## config.mk

```make
export PLATFORM = sky130hd
export DESIGN_NAME = sram_read_deselect
export DESIGN_NICKNAME = d
export VERILOG_FILES = /design/src/rtl/sram_out_pkg.sv /design/src/rtl/rdo_cmd_reg.sv /design/src/rtl/rdo_data_stage.sv /design/src/rtl/rdo_drive_ctrl.sv /design/src/rtl/sram_read_deselect.sv
export SDC_FILE = /design/constraint.sdc
export NUM_CORES = 1
export LEC_CHECK = 0
export ABC_CLOCK_PERIOD_IN_PS = 2500
export CAP_MARGIN = 20
export CORE_MARGIN = 4
export CORE_UTILIZATION = 47
export CTS_CLUSTER_DIAMETER = 80
export DETAILED_ROUTE_END_ITERATION = 10
export HOLD_SLACK_MARGIN = 0.03
export PLACE_DENSITY = 0.85
export SLEW_MARGIN = 20
export SYNTH_ARGS = -nofsm -noshare
export SYNTH_HDL_FRONTEND = slang
export SYNTH_SLANG_ARGS = --single-unit
```

## constraint.sdc

```tcl
create_clock -name clk -period 2.5 [get_ports clk]
set_input_delay 0.5 -clock clk [delete_from_list [all_inputs] [get_ports clk]]
set_output_delay 0.5 -clock clk [all_outputs]
set_load 0.02 [all_outputs]
```

## src/rtl/sram_out_pkg.sv

```systemverilog
package sram_out_pkg;
   typedef enum logic [1:0] {
      CMD_DESEL = 2'b00,
      CMD_READ  = 2'b01,
      CMD_WRITE = 2'b10,
      CMD_NOP   = 2'b11
   } cmd_e;

   function automatic logic cmd_is_read(input logic [1:0] c);
      return c == CMD_READ;
   endfunction
endpackage

```

## src/rtl/rdo_cmd_reg.sv

```systemverilog
module rdo_cmd_reg
   import sram_out_pkg::*;
(
   input  logic       clk,
   input  logic       rst_n,
   input  logic [1:0] cmd_i,
   output logic       s1_rd
);
   always_ff @(posedge clk or negedge rst_n) begin
      if (!rst_n) s1_rd <= 1'b0;
      else        s1_rd <= cmd_is_read(cmd_i);
   end
endmodule

```

## src/rtl/rdo_data_stage.sv

```systemverilog
module rdo_data_stage #(
   parameter int DATA_W = 36,
   parameter int LANES  = 4
) (
   input  logic              clk,
   input  logic              rst_n,
   input  logic              s1_rd,
   input  logic [DATA_W-1:0] rd_data,
   output logic              s2_rd,
   output logic [DATA_W-1:0] data_q
);
   localparam int LANE_W = DATA_W / LANES;

   if (LANES < 1 || (DATA_W % LANES) != 0) begin : g_bad_split
      $error("rdo_data_stage: DATA_W must split evenly into LANES");
   end

   always_ff @(posedge clk or negedge rst_n) begin
      if (!rst_n) s2_rd <= 1'b0;
      else        s2_rd <= s1_rd;
   end

   for (genvar ln = 0; ln < LANES; ln++) begin : g_lane
      always_ff @(posedge clk or negedge rst_n) begin
         if (!rst_n)
            data_q[ln*LANE_W +: LANE_W] <= '0;
         else if (s1_rd)
            data_q[ln*LANE_W +: LANE_W] <= rd_data[ln*LANE_W +: LANE_W];
      end
   end

   AST_READ_ADVANCES: assert property (@(posedge clk) disable iff (!rst_n)
      s1_rd |=> (s2_rd && data_q == $past(rd_data)));
endmodule

```

## src/rtl/rdo_drive_ctrl.sv

```systemverilog
module rdo_drive_ctrl (
   input  logic mode_dcd,
   input  logic s1_rd,
   input  logic s2_rd,
   input  logic oe_i,
   output logic drive_o
);
   logic pipe_on;

   always_comb begin
      if (mode_dcd) pipe_on = s2_rd;
      else          pipe_on = s2_rd & s1_rd;
      drive_o = pipe_on & oe_i;
   end
endmodule

```

## src/rtl/sram_read_deselect.sv

```systemverilog
module sram_read_deselect
   import sram_out_pkg::*;
#(
   parameter int DATA_W = 36,
   parameter int LANES  = 4
) (
   input  logic              clk,
   input  logic              rst_n,
   input  logic              mode_dcd,
   input  logic [1:0]        cmd_i,
   input  logic [DATA_W-1:0] rd_data,
   input  logic              oe_i,
   output logic [DATA_W-1:0] dq_out,
   output logic              dq_drive
);
   if (DATA_W < 1) begin : g_bad_width
      $error("sram_read_deselect: DATA_W must be positive");
   end

   logic              s1_rd;
   logic              s2_rd;
   logic [DATA_W-1:0] data_q;
   logic              drive_int;

   rdo_cmd_reg u_cmd (
      .clk   (clk),
      .rst_n (rst_n),
      .cmd_i (cmd_i),
      .s1_rd (s1_rd)
   );

   rdo_data_stage #(.DATA_W(DATA_W), .LANES(LANES)) u_data (
      .clk     (clk),
      .rst_n   (rst_n),
      .s1_rd   (s1_rd),
      .rd_data (rd_data),
      .s2_rd   (s2_rd),
      .data_q  (data_q)
   );

   rdo_drive_ctrl u_drv (
      .mode_dcd (mode_dcd),
      .s1_rd    (s1_rd),
      .s2_rd    (s2_rd),
      .oe_i     (oe_i),
      .drive_o  (drive_int)
   );

   assign dq_drive = drive_int;
   assign dq_out   = drive_int ? data_q : '0;

   AST_OE_GATES: assert property (@(posedge clk) disable iff (!rst_n)
      !oe_i |-> !dq_drive);
   AST_IDLE_ZERO: assert property (@(posedge clk) disable iff (!rst_n)
      !dq_drive |-> dq_out == '0);
   AST_SCD_EARLY_OFF: assert property (@(posedge clk) disable iff (!rst_n)
      (!mode_dcd && $past(cmd_i) != CMD_READ) |-> !dq_drive);
   AST_SCD_WRITE_OFF: assert property (@(posedge clk) disable iff (!rst_n)
      (!mode_dcd && $past(cmd_i) == CMD_WRITE) |-> !dq_drive);
   AST_DCD_HOLD: assert property (@(posedge clk) disable iff (!rst_n)
      (mode_dcd && s2_rd && oe_i) |-> dq_drive);
endmodule

```

Word-level counts from Yosys, hierarchy flattened:

Index checks and enable logic that the tools add are counted.

* bits in registers: 38
* latch bits: 0
* RAM bits: 0
* ROM bits: 0
* input port bits: 42
* output and inout port bits: 37
* word-level logic and storage cells: 11
* memories: 0

* $add $sub $neg: 0
* $mul: 0
* div/mod/pow operators: 0
* $lt $le $gt $ge: 0
* equal/unequal tests: 1
* shifts and indexed selects: 0
* multiplexer cells: 2
* bitwise operators: 2
* reductions and logical operators: 0

Operators with widths (count)
* 36-bit two-way mux: 1
* 1-bit bitwise AND: 2
* 2-bit by 1-bit == test with 1-bit output (second input constant): 1
* 1-bit two-way mux: 1

Depth between registers and ports, before layout:

* depth after elaboration: 4
* mapped depth: 3
* gate-level depth less buffers: 1

Modules after synthesis:

From an unflattened synthesis, not the netlist that was laid out.

* cell total of the unflattened synthesis: 119
* area total of the unflattened synthesis: 1849.3 um^2

Modules (own cells, without submodules)
* rdo_data_stage: times used 1, cells each 77, area each 1515.2 um^2
* sram_read_deselect: times used 1, cells each 39, area each 285.3 um^2
* rdo_cmd_reg: times used 1, cells each 2, area each 38.8 um^2
* rdo_drive_ctrl: times used 1, cells each 1, area each 10.0 um^2

Least setup slack after synthesis:

OpenSTA, ideal clock, no wires.

* path type: input to output
* start: input port oe_i
* end: output port dq_out[10]
* arrival time: 1.148 ns
* path slack: 0.852 ns
* cell stages on the path: 3
* cell sequence: buf_2 > buf_2 > o2111a_1

* longest elaborated chain between the ends: 2

RTL lines
* start: declaration: line sram_read_deselect.sv:12 `input logic oe_i,`
* 1-bit bitwise AND: line rdo_drive_ctrl.sv:13 `drive_o = pipe_on & oe_i;`
* 36-bit two-way mux: line sram_read_deselect.sv:50 `assign dq_out = drive_int ? data_q : '0;`
* end: declaration: line sram_read_deselect.sv:13 `output logic [DATA_W-1:0] dq_out,`

No other way between the ends.

Worst setup path after layout:

* start: input port oe_i
* end: output port dq_out[15]

The elaborated chain is that of the path after synthesis.

==> metrics.md <==
| Metric | Value |
|---|---|
| Status | `finished, final reports clean` |
| Post-synthesis sequential area ratio | `46.8%` |
| Clock sink count | `38` |
| Netlist cell types | `8` |
| Worst vdd rail ir drop | `0.000352 V` |
| Mapped Area | `between 2000 and 2500 um2` |
| Least-Margin Pin Slew | `roughly 0.62 ns` |
| Root Buffer | `clkbuf_8` |
| Power per cell area | `about 520 nW/um2` |
| Synthesized area per cell | `15.4 um2` |
| Multi-input gate area | `951 um2` |
| Pre-CTS setup slack | `-0.0764 ns` |
| Area Growth Syn to Fin | `42.6%` |
| Largest net degree at the start of global routing | `38` |
| Final Critical Period | `~2.3 ns` |
| Critical path type | `input port to primary output` |
| Effective utilization at floorplan | `approximately half` |
| Max-slew violation count | `0` |
| Fmax | `around 430 MHz` |
| Worst min path class | `input port to asynchronous set/reset pin` |
| Nets@finish | `246` |
| Critical Path RT | `~2 ns` |
| Synth top area cells | `dfrtp_1 47%, mux2_4 24%, o2111a_1 20%` |
| Placer Congestion | `0.808` |
| Final WS setup | `between 0.15 and 0.2 ns` |
| CTS tree | `yes` |
| CP Capture Type | `primary output` |
| Fin. Hold Viols | `0` |
| Area taken by flip-flops and latches | `955 um2` |
| Drt first pass iters | `4` |
| Die Area | `around 5400 um2` |
| Syn_nets | `around 170` |
| Dpl cell area | `2860 um2` |
| Leakage | `approximately 1.5 nW` |
| Total number of vias | `approximately 1,500` |
| Post-route cell area | `around 2900 um2` |
| RSZ-0062 raised after global routing | `no` |
| Rows | `23` |
| DRC Markers | `0` |
| Port bufs | `78` |
| Yosys Warn Count | `0` |
| Synthesized instance count | `~130` |
| Yosys top cell area share | `46.8%` |
| IO Pins | `79` |
| Antenna Nets Post-Route | `0` |
| CP Launch Type | `input port` |
| Congestion Overflow GR | `0` |
| Vias per inst | `5.80` |
| Die Span Y | `roughly 74 um` |
| Commonest non-fill, non-tap cell in the layout | `clkdlybuf4s50_1` |
| Max-slew headroom at the worst pin | `between 50% and 60%` |
| Clock insertion delay at the later pin of the skew report | `just under 0.3 ns` |
| Initial antenna violation count | `0` |
| HPWL Detailed | `3420 um` |
| Post-synth top area cell | `dfrtp_1` |
| Wire length per cell | `~20 um` |
| Antenna Diode Count | `0` |
| Critical path arrival | `1.80 ns` |
| Final worst path period share | `92.1%` |
| TritonCTS buffer count | `5` |
| First-pass GRT wire length | `between 7000 and 8000 um` |
| H-tree levels | `2` |
| WL final | `about 5000 um` |
| Initial drt markers | `63` |
| Most frequent cells in the layout | `40 x clkdlybuf4s50_1, 37 x dfrtp_1, 36 x o2111a_1, 36 x dlygate4sd2_1, 33 x mux2_4` |
| Core box area | `between 4000 and 5000 um2` |
| CTS max path bufs | `2` |
| Worst Skew | `roughly 0.0048 ns` |
| Clock transition at the registers of the reported paths | `roughly 0.070 ns` |
| Vias in the first global route | `1,588` |
| Fill cells | `between 300 and 400` |
| Total Routing Usage GR | `19.4%` |
| Synth Register Bits | `38` |
| Share of layout cells above drive strength 1 | `between 20 and 30%` |
| Chip Width | `73.8 um` |
| Crit-path max FO | `37` |
| Max-Cap Viols | `0` |
| Final setup viols | `0` |
-- Yosys cell counts --
cell type and number:
dfrtp_1 38, o2111a_1 36, mux2_4 33, buf_2 15, buf_6 5, mux2_2 3
nor2b_1 1, o211a_1 1
-- per-layer routing --
| layer | vias up | global-route usage [%] | part of all wire, % |
|---|---|---|---|
| li1 | 679 | - | - |
| met4 | 0 | 4.23 | 0.88 |
| met1 | 740 | 25.5 | 44 |
| met2 | 56 | 32.0 | 49 |
| met3 | 5 | 5.20 | 5.9 |
| met5 | - | 0 | 0 |
-- power by group --
group,total (W),switching [W],internal (W),leakage [nW]
Sequential,0.000761,0.0000574,0.000703,0.447
Combinational,0.000345,0.000127,0.000218,0.976
Clock,0.000405,0.000212,0.000193,0.0450
Total,0.00151,0.000396,0.00111,1.47
-- final cells by class --
type                       count  area share (%)
timing repair buffer          85            29.3
clock buffer                   6            2.50
sequential                    38            32.9
clock inverter                 2           0.345
multi-input combinational     74            32.8
tap                           50            2.16
-- sequential cells by signal, indices dropped and copies added (netlist names) --
signal,cells
u_data.data_q,36
u_cmd.s1_rd,1
u_data.s2_rd,1
-- through the flow --
stage	total power (W)	TNS [ns]	util [%]	std cells	hold slack [ns]
final	0.00151	0	70.9	255	0.215
after global routing	0.00158	0	70.9	255	0.264
after CTS	0.00152	0	70.9	255	0.235
after detailed placement	0.00113	-1.42	70.0	247	0.495
after global placement	0.00111	-0.472	70.0	247	0.489
after floorplan	0.000972	0	-	132	0.204
-- cell families after synthesis --
kind of cell / count (synthesis) / synth area share, %
AOI/OAI and AO/OA: 37 / 20.4
DFF: 38 / 46.8
muxes: 36 / 26.0
and+or+nand+nor: 1 / 0.308
buffers and inverters: 20 / 6.46
-- path summary, 6_finish.rpt --
path	cells past startpoint	from	endpoint	slack, ns
worst min register to register	1	u_data.data_q[34]	u_data.data_q[34]	0.52
min in group clk	1	u_data.data_q[34]	u_data.data_q[34]	0.52
worst max register to register	2	u_cmd.s1_rd	u_data.data_q[30]	1.33
max in group asynchronous	2	rst_n	u_data.data_q[19]	1.69
worst min-delay path	1	rst_n	u_data.data_q[35]	0.22
worst max-delay path	4	oe_i	dq_out[15]	0.20
-- what timing repair did --
action,CTS,global route
setup endpoints to repair,36,1
gates cloned,0,0
gates resized for setup,36,1
hold buffers,0,0
setup buffers,0,0
-- worst max-delay path, cell delays in order --
cell and delay [ns]:
clkdlybuf4s50_1 0.51, buf_12 0.21, o2111a_1 0.21, dlygate4sd2_1 0.35
Power figures use the tool's default switching activity.
